## src/rtl/slice_pkg.sv

```systemverilog
package slice_pkg;
  localparam int INSTR_W   = 8;
  localparam int NUM_REGS  = 4;
  localparam int REG_SEL_W = $clog2(NUM_REGS);
  localparam int IO_ADDR_W = 4;
  localparam int OP_W      = 3;
  // instruction field positions
  localparam int OP_LSB      = 0;
  localparam int DST_LSB     = 3;
  localparam int SRC_LSB     = DST_LSB + REG_SEL_W;
  localparam int IO_ADDR_LSB = 3;
  localparam int IO_MODE_BIT = INSTR_W - 1;
  localparam int PC_INDEX    = NUM_REGS - 1;

  typedef enum logic [OP_W-1:0] {
    OP_ADD   = 3'b000,
    OP_SUB   = 3'b001,
    OP_AND   = 3'b010,
    OP_OR    = 3'b011,
    OP_XOR   = 3'b100,
    OP_NOTA  = 3'b101,
    OP_PASSB = 3'b110,
    OP_INCA  = 3'b111
  } aluOp_e;

  typedef struct packed {
    logic                 ioMode;
    logic                 regWrite;
    logic [REG_SEL_W-1:0] dstSel;
    logic [REG_SEL_W-1:0] srcSel;
    aluOp_e               aluOp;
    logic [IO_ADDR_W-1:0] ioAddr;
  } sliceCtrl_t;
endpackage

```

## src/rtl/slice_ctrl.sv

```systemverilog
module slice_ctrl
  import slice_pkg::*;
(
  input  logic [INSTR_W-1:0] instr,
  output sliceCtrl_t         ctrl
);
  always_comb begin
    ctrl.ioMode   = instr[IO_MODE_BIT];
    ctrl.regWrite = ~instr[IO_MODE_BIT];
    ctrl.dstSel   = instr[DST_LSB +: REG_SEL_W];
    ctrl.srcSel   = instr[SRC_LSB +: REG_SEL_W];
    ctrl.aluOp    = aluOp_e'(instr[OP_LSB +: OP_W]);
    ctrl.ioAddr   = instr[IO_ADDR_LSB +: IO_ADDR_W];
  end
endmodule

```

## src/rtl/slice_alu.sv

```systemverilog
module slice_alu
  import slice_pkg::*;
#(
  parameter int WIDTH = 4
) (
  input  aluOp_e           op,
  input  logic [WIDTH-1:0] opA,
  input  logic [WIDTH-1:0] opB,
  input  logic             cin,
  output logic [WIDTH-1:0] result,
  output logic             cout
);
  localparam int SUM_W = WIDTH + 1;

  logic [SUM_W-1:0] addend;
  logic [SUM_W-1:0] sum;
  logic [SUM_W-1:0] cinExt;

  always_comb begin
    cinExt = {{WIDTH{1'b0}}, cin};
    unique case (op)
      OP_SUB:  addend = {1'b0, ~opB};
      OP_INCA: addend = '0;
      default: addend = {1'b0, opB};
    endcase
    sum = {1'b0, opA} + addend + cinExt;
  end

  always_comb begin
    cout = 1'b0;
    unique case (op)
      OP_ADD, OP_SUB, OP_INCA: begin
        result = sum[WIDTH-1:0];
        cout   = sum[WIDTH];
      end
      OP_AND:   result = opA & opB;
      OP_OR:    result = opA | opB;
      OP_XOR:   result = opA ^ opB;
      OP_NOTA:  result = ~opA;
      OP_PASSB: result = opB;
      default:  result = '0;
    endcase
  end
endmodule

```

## src/rtl/slice_datapath.sv

```systemverilog
module slice_datapath
  import slice_pkg::*;
#(
  parameter int WIDTH = 4
) (
  input  logic             clk,
  input  logic             rst,
  input  sliceCtrl_t       ctrl,
  input  logic             carryIn,
  input  logic [WIDTH-1:0] ioDataIn,
  output logic [WIDTH-1:0] aluResult,
  output logic             carryOut
);
  logic [NUM_REGS-1:0][WIDTH-1:0] regFile;
  logic [NUM_REGS-1:0]            wrEn;
  logic [WIDTH-1:0]               operandA;
  logic [WIDTH-1:0]               operandB;

  always_comb begin
    operandA = ctrl.ioMode ? '0 : regFile[ctrl.dstSel];
    operandB = ctrl.ioMode ? ioDataIn : regFile[ctrl.srcSel];
  end

  slice_alu #(.WIDTH(WIDTH)) alu_i (
    .op     (ctrl.aluOp),
    .opA    (operandA),
    .opB    (operandB),
    .cin    (carryIn),
    .result (aluResult),
    .cout   (carryOut)
  );

  for (genvar r = 0; r < NUM_REGS; r++) begin : g_reg
    assign wrEn[r] = ctrl.regWrite && (ctrl.dstSel == REG_SEL_W'(r));
    always_ff @(posedge clk) begin
      if (rst)          regFile[r] <= '0;
      else if (wrEn[r]) regFile[r] <= aluResult;
    end
  end


  reset_clear_chk: assert property (@(posedge clk) rst |=> (regFile == '0));

  dst_write_chk: assert property (@(posedge clk) disable iff (rst)
    !ctrl.ioMode |=> (regFile[$past(ctrl.dstSel)] == $past(aluResult)));

  io_hold_chk: assert property (@(posedge clk) disable iff (rst)
    ctrl.ioMode |=> (regFile == $past(regFile)));

  single_write_chk: assert property (@(posedge clk) disable iff (rst)
    $onehot0(wrEn));
endmodule

```

## src/rtl/datapath_slice.sv

```systemverilog
module datapath_slice
  import slice_pkg::*;
#(
  parameter int SLICE_W = 4
) (
  input  logic               clk,
  input  logic               rst,
  input  logic [7:0]         instr,
  input  logic               carryIn,
  input  logic [SLICE_W-1:0] ioDataIn,
  output logic               carryOut,
  output logic [3:0]         ioAddr,
  output logic [SLICE_W-1:0] ioDataOut,
  output logic [SLICE_W-1:0] sliceBus
);
  sliceCtrl_t       ctrl;
  logic [SLICE_W-1:0] aluResult;

  slice_ctrl ctrl_i (
    .instr (instr),
    .ctrl  (ctrl)
  );

  slice_datapath #(.WIDTH(SLICE_W)) dp_i (
    .clk       (clk),
    .rst       (rst),
    .ctrl      (ctrl),
    .carryIn   (carryIn),
    .ioDataIn  (ioDataIn),
    .aluResult (aluResult),
    .carryOut  (carryOut)
  );

  assign ioAddr    = ctrl.ioAddr;
  assign ioDataOut = ctrl.ioMode ? aluResult : '0;
  assign sliceBus  = aluResult;


  io_quiet_chk: assert property (@(posedge clk) disable iff (rst)
    !instr[7] |-> (ioDataOut == '0));
endmodule

```

## config.mk

```make
export PLATFORM = sky130hd
export DESIGN_NAME = datapath_slice
export DESIGN_NICKNAME = d
export VERILOG_FILES = /design/src/rtl/slice_pkg.sv /design/src/rtl/slice_ctrl.sv /design/src/rtl/slice_alu.sv /design/src/rtl/slice_datapath.sv /design/src/rtl/datapath_slice.sv
export SDC_FILE = /design/constraint.sdc
export NUM_CORES = 1
export LEC_CHECK = 0
export ABC_CLOCK_PERIOD_IN_PS = 3550
export BUFFER_PORTS_ARGS = -buffer_cell sky130_fd_sc_hd__buf_2
export CORE_MARGIN = 5
export CORE_UTILIZATION = 50
export DETAILED_ROUTE_END_ITERATION = 12
export PLACE_DENSITY = 0.73
export REMOVE_ABC_BUFFERS = 1
export SYNTH_ARGS = -nofsm -noshare
export SYNTH_HDL_FRONTEND = slang
export SYNTH_SLANG_ARGS = --single-unit
```

## constraint.sdc

```tcl
create_clock -name clk -period 3.55 [get_ports clk]
set_clock_uncertainty 0.2 [all_clocks]
set_input_delay 0.1775 -clock clk [delete_from_list [all_inputs] [get_ports clk]]
set_output_delay 0.1775 -clock clk [all_outputs]
set_load 0.005 [all_outputs]
```

==> metrics.md, run 1 <==
| Metric | Value |
|---|---|
| Met1 Wirelength | `1560 microns` |
| Diode count | `0` |
| Root Driver | `clkbuf_4` |
| Final setup fails | `0` |
| Outcome | `complete, no violations` |
| # nets final | `229` |
| Syn Area/Cell | `8.33 sq um` |
| Detailed Route WL | `3710 microns` |
| P_int | `0.296 mW` |
| Post-Syn Instances | `176` |
| Top Metal Used | `met4` |
| Slew HR | `0.685` |
| RSZ-0062 raised after global routing | `false` |
| IO Port Bufs | `27` |
| Met3 WL | `154 microns` |
| Number of synthesized flops with an enable pin | `0` |
| Synth top area share | `0.218` |
| Area delta synth->final | `12.5%` |
| FILL cells | `252` |
| Die Span Y | `64.2 microns` |
| Largest net degree at the start of global routing | `18` |
| Main flop type after synthesis | `dfxtp_1` |
| CP dominant cell by count | `fa_2` |
| Switching Fraction | `0.329` |
| Max Buffers Root-to-Sink | `2` |
| Routed Antenna Nets | `0` |
| Biggest cell delay along the critical path | `480 ps` |
| Asr flop ratio synth | `0` |
| Met2 wire len | `1950 microns` |
| Top-Level Pins | `28` |
| Synth warn | `0` |
| CTS sink cnt | `16` |
| Synth Register Bits | `16` |
| Core area | `2780 sq um` |
| Grt ovf | `0` |
| Psw | `0.145 mW` |
| CTS Buf Count | `3` |
| CTS tree | `built` |
| CP endpoint kind | `output port` |
| Worst Hold Slack | `158 ps` |
| DR vias/cell | `6.07` |
| Max Freq | `295 MHz` |
| Largest Register | `dp_i.regFile` |
| Hold/Removal Path Class | `primary input to flip-flop` |
| Die Wd | `64.2 microns` |
| Sequential area share after synthesis | `0.218` |
| Number of global-route vias before repair | `1366` |
| Die ar. | `4120 sq um` |
| First-pass GRT wire length | `6290 microns` |
| Gate power share | `0.356` |
| RD Place Congestion | `0.920` |
| Clock power frac | `0.207` |
| Crit path DAT | `3010 ps` |
| Count of pins over their slew limit | `0` |
| P_leak | `0.773 nW` |
| Setup TNS | `0 ps` |
| HPWL after DPL | `2960 microns` |
| Worst EP required | `3170 ps` |
| H-tree depth | `1` |
| Fin. Hold Viols | `0` |
| Buf+Inv Stages, Crit Path | `2` |
| Syn Std Cell Area | `1470 sq um` |
| Initial DRC Count | `99` |
| Peak VDD IR | `0.000244 V` |
| Tmin final | `3390 ps` |
| Synth top cells by count | `18 x nand2_1, 18 x o21ai_0, 16 x dfxtp_1` |
| Crit share post-route | `0.954` |
| # rows | `19` |
| Clock Latency Late Sink | `280 ps` |
| Crit path launch type | `flip-flop` |
| Largest regs | `dp_i.regFile (16)` |
| Total track usage | `0.186` |
| First-pass DRT Iterations | `4` |
| Synth area leaders | `dfxtp_1 22%, ha_1 9.4%, o21ai_0 6.1%` |
| Type of the worst setup path | `flip-flop to output port` |
| Starting Density | `0.527` |
| Critical Path Fanout Max | `6` |
| Register share of total power | `0.437` |
| Avg WL per Cell | `16.1 microns` |
| Clk pin slew, worst setup/hold paths | `80 ps` |
| Via Count | `1397` |
| Synth unique cells | `42` |
| Top Family by Delay on Critical Path | `adder cells` |
| Max reg flops | `16` |
| Max_cap viols | `0` |
| DRC viols | `0` |
| Pwr dens | `267 nW/um^2` |
| Crit-path slowest cell | `mux4_2` |
| Layout cells sized above 1 | `0.256` |
| Cells along the critical path | `mux4_2 > a21boi_2 > inv_1 > o21ai_0 > o31ai_1 > fa_2 > fa_2 > xor2_1 > o32a_4 > and2_2 > buf_2` |
| Slew @ Worst Pin | `473 ps` |
| Leading area contributor after synthesis | `dfxtp_1` |
| Initial antenna violation count | `0` |
==> layer usage <==
layer	GRT usage	vias up
met1	0.239	667
li1	-	678
met2	0.312	42
met5	0	-
met3	0.0245	10
met4	0.0763	0
==> power by group through the flow <==
stage	clock network [mW]	logic [mW]	registers (mW)
after floorplan	0	0.0902	0.194
after global placement	0	0.148	0.196
after detailed placement	0	0.151	0.197
after CTS	0.0950	0.152	0.192
after global routing	0.104	0.175	0.194
final	0.0911	0.157	0.193
==> stage by stage <==
stage	total power, mW	instance area, sq um	setup WS [ps]	util	instances
global placement	0.344	1610	203	0.579	227
finish	0.440	1650	163	0.593	230
CTS	0.439	1630	3.14	0.587	230
detailed placement	0.348	1610	159	0.579	227
floorplan	0.285	1400	438	-	164
global route	0.472	1650	2.54	0.593	230
==> path summary, 6_finish.rpt <==
check                                 startpoint               end  slack [ps]  depth (start not counted)
worst min register to register   dp_i.regFile[4]   dp_i.regFile[4]         280                          2
worst max-delay path            dp_i.regFile[12]      ioDataOut[2]         160                         11
worst min-delay path                         rst   dp_i.regFile[0]         160                          3
worst max register to register  dp_i.regFile[12]  dp_i.regFile[14]         580                         10
==> cells by family after synthesis <==
family                   share of synthesized area
XOR/XNOR                                    0.0119
adder cells (fa/ha/maj)                      0.121
flip-flops                                   0.218
buffers and inverters                       0.0811
AND/OR/NAND/NOR                              0.174
AO/OA/AOI/OAI                                0.244
multiplexers                                 0.149
==> area by class of cell <==
class | count | area [sq um] | area share
Clock buffer | 3 | 22.5 | 0.0136
Tap cell | 31 | 38.8 | 0.0235
Inverter | 14 | 52.6 | 0.0318
Multi-Input combinational cell | 134 | 1040 | 0.632
Sequential cell | 16 | 320 | 0.194
Timing Repair Buffer | 32 | 173 | 0.105
==> worst register-to-register path, delay by kind of cell (launching register included) <==
family	cells	cell delay, ps
fa+ha+maj	2	720
compound gates	5	860
buf+inv	1	90
xor+xnor	1	180
flops	1	330
mux	1	480
==> placed cells by master (no fill, tap or decap), drive strengths merged <==
cell | Yosys | layout
buf | 6 | 32
nand2 | 18 | 18
o21ai | 18 | 18
dfxtp | 16 | 16
nor2 | 13 | 13
inv | 12 | 12
ha | 11 | 11
mux2i | 8 | 8
a21oi | 8 | 8
o22ai | 6 | 6
o31ai | 5 | 5
mux4 | 5 | 5
nor2b | 4 | 4
nand2b | 3 | 3
o221ai | 3 | 3
a21o | 3 | 3
clkbuf | 6 | 3
and2 | 3 | 3
clkinv | 2 | 2
nand3 | 2 | 2
or2 | 2 | 2
o2111ai | 2 | 2
a32o | 2 | 2
nor3 | 2 | 2
a22o | 2 | 2
or3 | 2 | 2
fa | 2 | 2
o211ai | 1 | 1
and3b | 1 | 1
xnor2 | 1 | 1
mux2 | 1 | 1
nor4 | 1 | 1
xor2 | 1 | 1
o32a | 1 | 1
a211o | 1 | 1
a21boi | 1 | 1
and2b | 1 | 1
==> what timing repair did <==
| item | in CTS | in global routing |
|---|---|---|
| hold buffers | 0 | 0 |
| setup endpoints to repair | 1 | 5 |
| setup buffers | 0 | 0 |
| resized for setup | 1 | 6 |
(Power assumes the default switching activity.)
==> run 2, diff against run 1 <==
Settings changed: CORE_MARGIN 5 to not set, MAX_ROUTING_LAYER set to met4.
==> run 2 against run 1 <==
Total power is 7.6% higher. Final cell count is 0.87% higher. Die area is 23% lower. First-iteration DRC count is 56% lower. Global-route usage is 7.5 points higher. Core utilization is 1.4 points higher. Largest power group unchanged. Fmax is 1.5% lower. Sequential power hardly changed. Critical path depth stayed put. Non-clock buffer count is 1 higher. Critical endpoint unchanged. Wire length stayed put. Worst hold slack worse by 27 ps.
==> metrics.md, run 2 (synthesized netlist as in run 1, its figures left out) <==
| Metric | Value |
|---|---|
| Crit path DAT | `3060 ps (+50 ps)` |
| CTS Buf Count | `3 (unchanged)` |
| Diode count | `0 (unchanged)` |
| Most common cell after layout, fill and taps aside | `buf_2` |
| P_leak | `0.784 nW (+1.4%)` |
| Largest Register | `dp_i.regFile` |
| Tmin final | `3440 ps (+52.4 ps)` |
| Routed Antenna Nets | `0 (unchanged)` |
| Core area | `2760 sq um (-0.85%)` |
| CP dominant cell by count | `fa_2` |
| Via Count | `1383 (-1.0%)` |
| Total power | `0.474 mW (+7.6%)` |
| Max Buffers Root-to-Sink | `2 (unchanged)` |
| Non-Filler Instances | `232 (+0.87%)` |
| Area delta synth->final | `14.2%` |
| Detailed Route WL | `3710 microns (unchanged)` |
| DRC viols | `0 (unchanged)` |
| Root Driver | `clkbuf_4` |
| Type of the worst setup path | `flip-flop to output port` |
| Crit. path cell count | `11 (unchanged)` |
| Avg WL per Cell | `16.0 microns (-0.86%)` |
| HPWL after DPL | `2930 microns (-1.1%)` |
| DR vias/cell | `5.96 (-1.9%)` |
| Cells along the critical path | `mux4_2 > a21boi_2 > inv_1 > o21ai_0 > o31ai_1 > fa_2 > fa_2 > xor2_1 > o32a_4 > and2_2 > buf_2` |
| H-tree depth | `1 (unchanged)` |
| FF-to-FF path depth | `10 (unchanged)` |
| Die Wd | `56.2 microns (-12%)` |
| IO Port Bufs | `27 (unchanged)` |
| CP endpoint kind | `output port` |
| Slew HR | `0.582 (-0.103)` |
| Clk pin slew, worst setup/hold paths | `100 ps (+20 ps)` |
| Crit-path slowest cell | `mux4_2` |
| Top Family by Delay on Critical Path | `adder cells` |
| CTS sink cnt | `16 (unchanged)` |
| Storage cell area | `320 sq um (unchanged)` |
| Critical Path Fanout Max | `6 (unchanged)` |
| Largest regs | `dp_i.regFile (16)` |
| Max_cap viols | `0 (unchanged)` |
| Slew @ Worst Pin | `627 ps (+154 ps)` |
| Outcome | `complete, no violations` |
| Worst Hold Slack | `131 ps (-26.6 ps)` |
| Hold/Removal Path Class | `primary input to flip-flop` |
| Leading cell types in the layout, fill and taps excluded | `27 x buf_2, 18 x nand2_1, 18 x o21ai_0` |
| Multi-input logic area | `1050 sq um (+0.36%)` |
| Pwr dens | `283 nW/um^2 (+6.0%)` |
| FILL cells | `262 (+4.0%)` |
| # rows | `19 (unchanged)` |
| RD Place Congestion | `0.930 (+1.0%)` |
| Grt ovf | `0 (unchanged)` |
| Number of global-route vias before repair | `1367 (+0.073%)` |
| Final setup fails | `0 (unchanged)` |
| Top-Level Pins | `28 (unchanged)` |
| Die ar. | `3150 sq um (-23%)` |
| RSZ-0062 raised after global routing | `true` |
| Hold Buf Count CTS | `0 (unchanged)` |
| Count of pins over their slew limit | `0 (unchanged)` |
| Placed insts | `226 (-0.44%)` |
| Max reg flops | `16 (unchanged)` |
| Largest net degree at the start of global routing | `18 (unchanged)` |
| WHS Path Cells | `4 (+1)` |
| Biggest cell delay along the critical path | `490 ps (about the same)` |
| Die Span Y | `56.2 microns (-12%)` |
| Layout Utilization | `0.608 (+0.0142)` |
| Worst EP required | `3170 ps (about the same)` |
| Fin. Hold Viols | `0 (unchanged)` |
| First-pass DRT Iterations | `4 (unchanged)` |
| CTS tree | `built` |
| Initial antenna violation count | `0 (unchanged)` |
| First-pass GRT wire length | `6230 microns (-0.88%)` |
| Crit share post-route | `0.969 (+0.0148)` |
| Initial DRC Count | `44 (-56%)` |
| Peak VDD IR | `0.000262 V (+7.3%)` |
| Buf+Inv Stages, Crit Path | `2 (unchanged)` |
| # nets final | `230 (+0.44%)` |
| Max Freq | `291 MHz (-1.5%)` |
| Layout cells sized above 1 | `0.269 (+0.0124)` |
| Starting Density | `0.532 (+0.00454)` |
| Clock Latency Late Sink | `290 ps (about the same)` |
| Crit path launch type | `flip-flop` |
| Total track usage | `0.260 (+0.0745)` |
==> run 2: what timing repair did <==
action	4_1_cts	5_1_grt
endpoints found under the setup margin	3	6
resized for setup	2	6
setup buffers	0	2
pin swaps	1	1
==> run 2: layer usage <==
metal	wire length, microns	vias to the layer above	track usage
li1	-	686	-
met1	1600	656	0.290
met2	1930	35	0.476
met3	105	6	0.0116
met4	73	0	0.118
met5	0	-	-
==> run 2: final timing paths <==
path / from / end / slack [ps]
max: dp_i.regFile[12] / ioDataOut[2] / 110
min: rst / dp_i.regFile[1] / 130
max reg2reg: dp_i.regFile[12] / dp_i.regFile[14] / 530
min reg2reg: dp_i.regFile[9] / dp_i.regFile[9] / 290
==> run 2: worst reg2reg max path: stages (launching register included) <==
cell	delay, ps
dfxtp_1	330
mux4_2	490
a21boi_2	200
inv_1	100
o21ai_0	80
o31ai_1	110
fa_2	360
fa_2	360
xor2_1	170
o32a_4	250
a32o_1	260
==> run 2: through the flow <==
stage	setup TNS [ps]	setup slack, ps	cell area, sq um
2_1_floorplan	0	438	1400
3_3_place_gp	0	183	1600
3_5_place_dp	0	144	1600
4_1_cts	0	8.09	1640
5_1_grt	-59.5	-49.8	1680
6_report	0	110	1680
==> run 2: final cells by class <==
type / instances / area share
clock buffer: 4 / 0.0217
inverter: 14 / 0.0314
multi-input combinational: 134 / 0.625
sequential: 16 / 0.191
tap: 31 / 0.0232
timing repair buffer: 33 / 0.108
==> run 2: power by group <==
| group | total (mW) | leakage, nW | switching (mW) | internal [mW] |
|---|---|---|---|---|
| Combinational | 0.160 | 0.633 | 0.0885 | 0.0711 |
| Sequential | 0.193 | 0.130 | 0.00575 | 0.187 |
| Clock | 0.122 | 0.0210 | 0.0591 | 0.0625 |
| Total | 0.474 | 0.784 | 0.153 | 0.321 |
==> run 3, diff against run 2 <==
Settings changed: ABC_CLOCK_PERIOD_IN_PS 3550 to 3500.
Clock period 3.55 ns to 3.5 ns, I/O delays scaled along.
==> run 3 against run 2 <==
Combinational power increased by 4%. Global-route usage is 2.1 points lower. First-iteration DRC count increased by 100%. Critical path depth did not move. Die area did not move. Sequential cell count is the same. Critical path type unchanged. Largest cell class unchanged.
==> metrics.md, run 3 (synthesized netlist as in run 1, its figures left out) <==
| Metric | Value |
|---|---|
| # nets final | `232 (+0.87%)` |
| Area delta synth->final | `16.4%` |
| Min-Delay Startpoint | `instr[7]` |
| Layout cells sized above 1 | `0.296 (+0.0269)` |
| Critical Path Fanout Max | `6 (unchanged)` |
| CP endpoint kind | `output port` |
| Met1 Wirelength | `1460 microns (-8.5%)` |
| Max reg flops | `16 (unchanged)` |
| CTS sink cnt | `16 (unchanged)` |
| P_leak | `0.793 nW (+1.1%)` |
| Die Span Y | `56.2 microns (unchanged)` |
| CTS Buf Count | `3 (unchanged)` |
| Die ar. | `3150 sq um (unchanged)` |
| Post-Place Setup Slack | `89.8 ps (-54.5 ps)` |
| RR Startpoint | `dp_i.regFile[12]` |
| Worst Hold Slack | `134 ps (+3.12 ps)` |
| Diode count | `0 (unchanged)` |
| Count of pins over their slew limit | `0 (unchanged)` |
| Crit path DAT | `3040 ps (-20 ps)` |
| Clock Latency Late Sink | `280 ps (about the same)` |
| Hold/Removal Path Class | `primary input to flip-flop` |
| FF-to-FF setup slack | `500 ps (-30 ps)` |
| RD Place Congestion | `0.973 (+4.6%)` |
| Clk pin slew, worst setup/hold paths | `90 ps (about the same)` |
| H-tree depth | `1 (unchanged)` |
| Met2 wire len | `1880 microns (-2.7%)` |
| Number of global-route vias before repair | `1309 (-4.2%)` |
| Max_cap viols | `0 (unchanged)` |
| Largest Register | `dp_i.regFile` |
| Core area | `2760 sq um (unchanged)` |
| Initial antenna violation count | `0 (unchanged)` |
| Crit path launch type | `flip-flop` |
| Slew @ Worst Pin | `519 ps (-108 ps)` |
| Largest regs | `dp_i.regFile (16)` |
| Layout Utilization | `0.619 (+0.0113)` |
| Total track usage | `0.239 (-0.0207)` |
| Root Driver | `clkbuf_4` |
| Leading cell types in the layout, fill and taps excluded | `27 x buf_2, 18 x nand2_1, 16 x o21ai_0` |
| Worst EP required | `3120 ps (-50 ps)` |
| Slew HR | `0.650 (+0.0684)` |
| Worst reg2reg endpoint | `dp_i.regFile[10]` |
| Avg WL per Cell | `15.2 microns (-4.9%)` |
| Max Freq | `293 MHz` |
| Crit share post-route | `0.975` |
| Pwr dens | `283 nW/um^2 (about the same)` |
| Grt ovf | `0 (unchanged)` |
| Hold Path End | `dp_i.regFile[12]` |
| Routed Antenna Nets | `0 (unchanged)` |
| Met3 WL | `167 microns (+59%)` |
| Type of the worst setup path | `flip-flop to output port` |
| First-pass DRT Iterations | `4 (unchanged)` |
| Via Count | `1409 (+1.9%)` |
| CTS tree | `built` |
| Most common cell after layout, fill and taps aside | `buf_2` |
| Detailed Route WL | `3560 microns (-4.1%)` |
| DR vias/cell | `6.02 (+1.0%)` |
| WHS Path Cells | `4 (unchanged)` |
| DRC viols | `0 (unchanged)` |
| Largest net degree at the start of global routing | `17 (-1)` |
| Fin. Hold Viols | `0 (unchanged)` |
| Final setup fails | `0 (unchanged)` |
| First-pass GRT wire length | `5920 microns (-5.0%)` |
| Hold Buf Count CTS | `0 (unchanged)` |
| Die Wd | `56.2 microns (unchanged)` |
| Outcome | `complete, no violations` |
| Starting Density | `0.532 (unchanged)` |
| FF-to-FF path depth | `10 (unchanged)` |
| Tmin final | `3410 ps` |
| HPWL after DPL | `2840 microns (-3.0%)` |
| IO Port Bufs | `27 (unchanged)` |
| Setup TNS | `0 ps (unchanged)` |
| Peak VDD IR | `0.000259 V (-0.96%)` |
| Max Buffers Root-to-Sink | `2 (unchanged)` |
| Worst setup margin | `87.5 ps (-22.8 ps)` |
| Initial DRC Count | `88 (+100%)` |
| Top-Level Pins | `28 (unchanged)` |
| Top Metal Used | `met4` |
| # rows | `19 (unchanged)` |
[run 3: cell types whose count changed in the layout (fill, tap and decap cells not counted), sizes merged]
cell,delta
buf,+2
[run 3: how the worst max path moves through the flow]
stage / slack [ps] / depth (start not counted) / end / start
finish: 90 / 11 / ioDataOut[2] / dp_i.regFile[12]
detailed placement: 90 / 12 / ioDataOut[2] / instr[5]
floorplan: 390 / 10 / ioDataOut[2] / dp_i.regFile[4]
CTS: 20 / 12 / ioDataOut[3] / dp_i.regFile[5]
global route: -30 / 11 / ioDataOut[2] / dp_i.regFile[12]
global placement: 150 / 12 / ioDataOut[2] / instr[5]
[run 3: critical path: stages (launching register included)]
cell and delay (ps):
dfxtp_2 340, mux4_2 470, a21boi_2 180, inv_2 80, o21ai_2 70, o31ai_2 100, fa_2 420, fa_2 390
xor2_1 180, o32a_4 220, and2_2 190, buf_2 120
[run 3: timing repair]
action / in CTS / in global routing
gates cloned: 0 / 0
pin swaps: 0 / 4
gates resized for setup: 3 / 12
endpoints found under the setup margin: 1 / 3
setup buffers: 0 / 1
[run 3: final cells by class]
| class | instances | area [sq um] |
|---|---|---|
| clock buffer | 4 | 36.3 |
| inverter | 14 | 52.6 |
| sequential | 16 | 322 |
| fill | 238 | 1050 |
| tap | 31 | 38.8 |
| multi-input combinational | 134 | 1060 |
| timing repair buffer | 35 | 195 |
[run 3: per-layer routing]
layer  vias up  GRT usage
li1        691          -
met1       668      0.294
met2        44      0.413
met3         6     0.0140
met4         0     0.0906
met5         -          -
[run 3: where the power goes]
part / total, mW / switching, mW / internal (mW)
Sequential: 0.195 / 0.00564 / 0.190
Combinational: 0.167 / 0.0910 / 0.0757
Clock: 0.121 / 0.0574 / 0.0632
[run 3: stage by stage]
step | area (sq um) | power (mW) | instances
global route | 1710 | 0.511 | 234
detailed placement | 1630 | 0.357 | 229
finish | 1710 | 0.483 | 234
floorplan | 1400 | 0.289 | 164
global placement | 1630 | 0.353 | 229
CTS | 1670 | 0.476 | 233
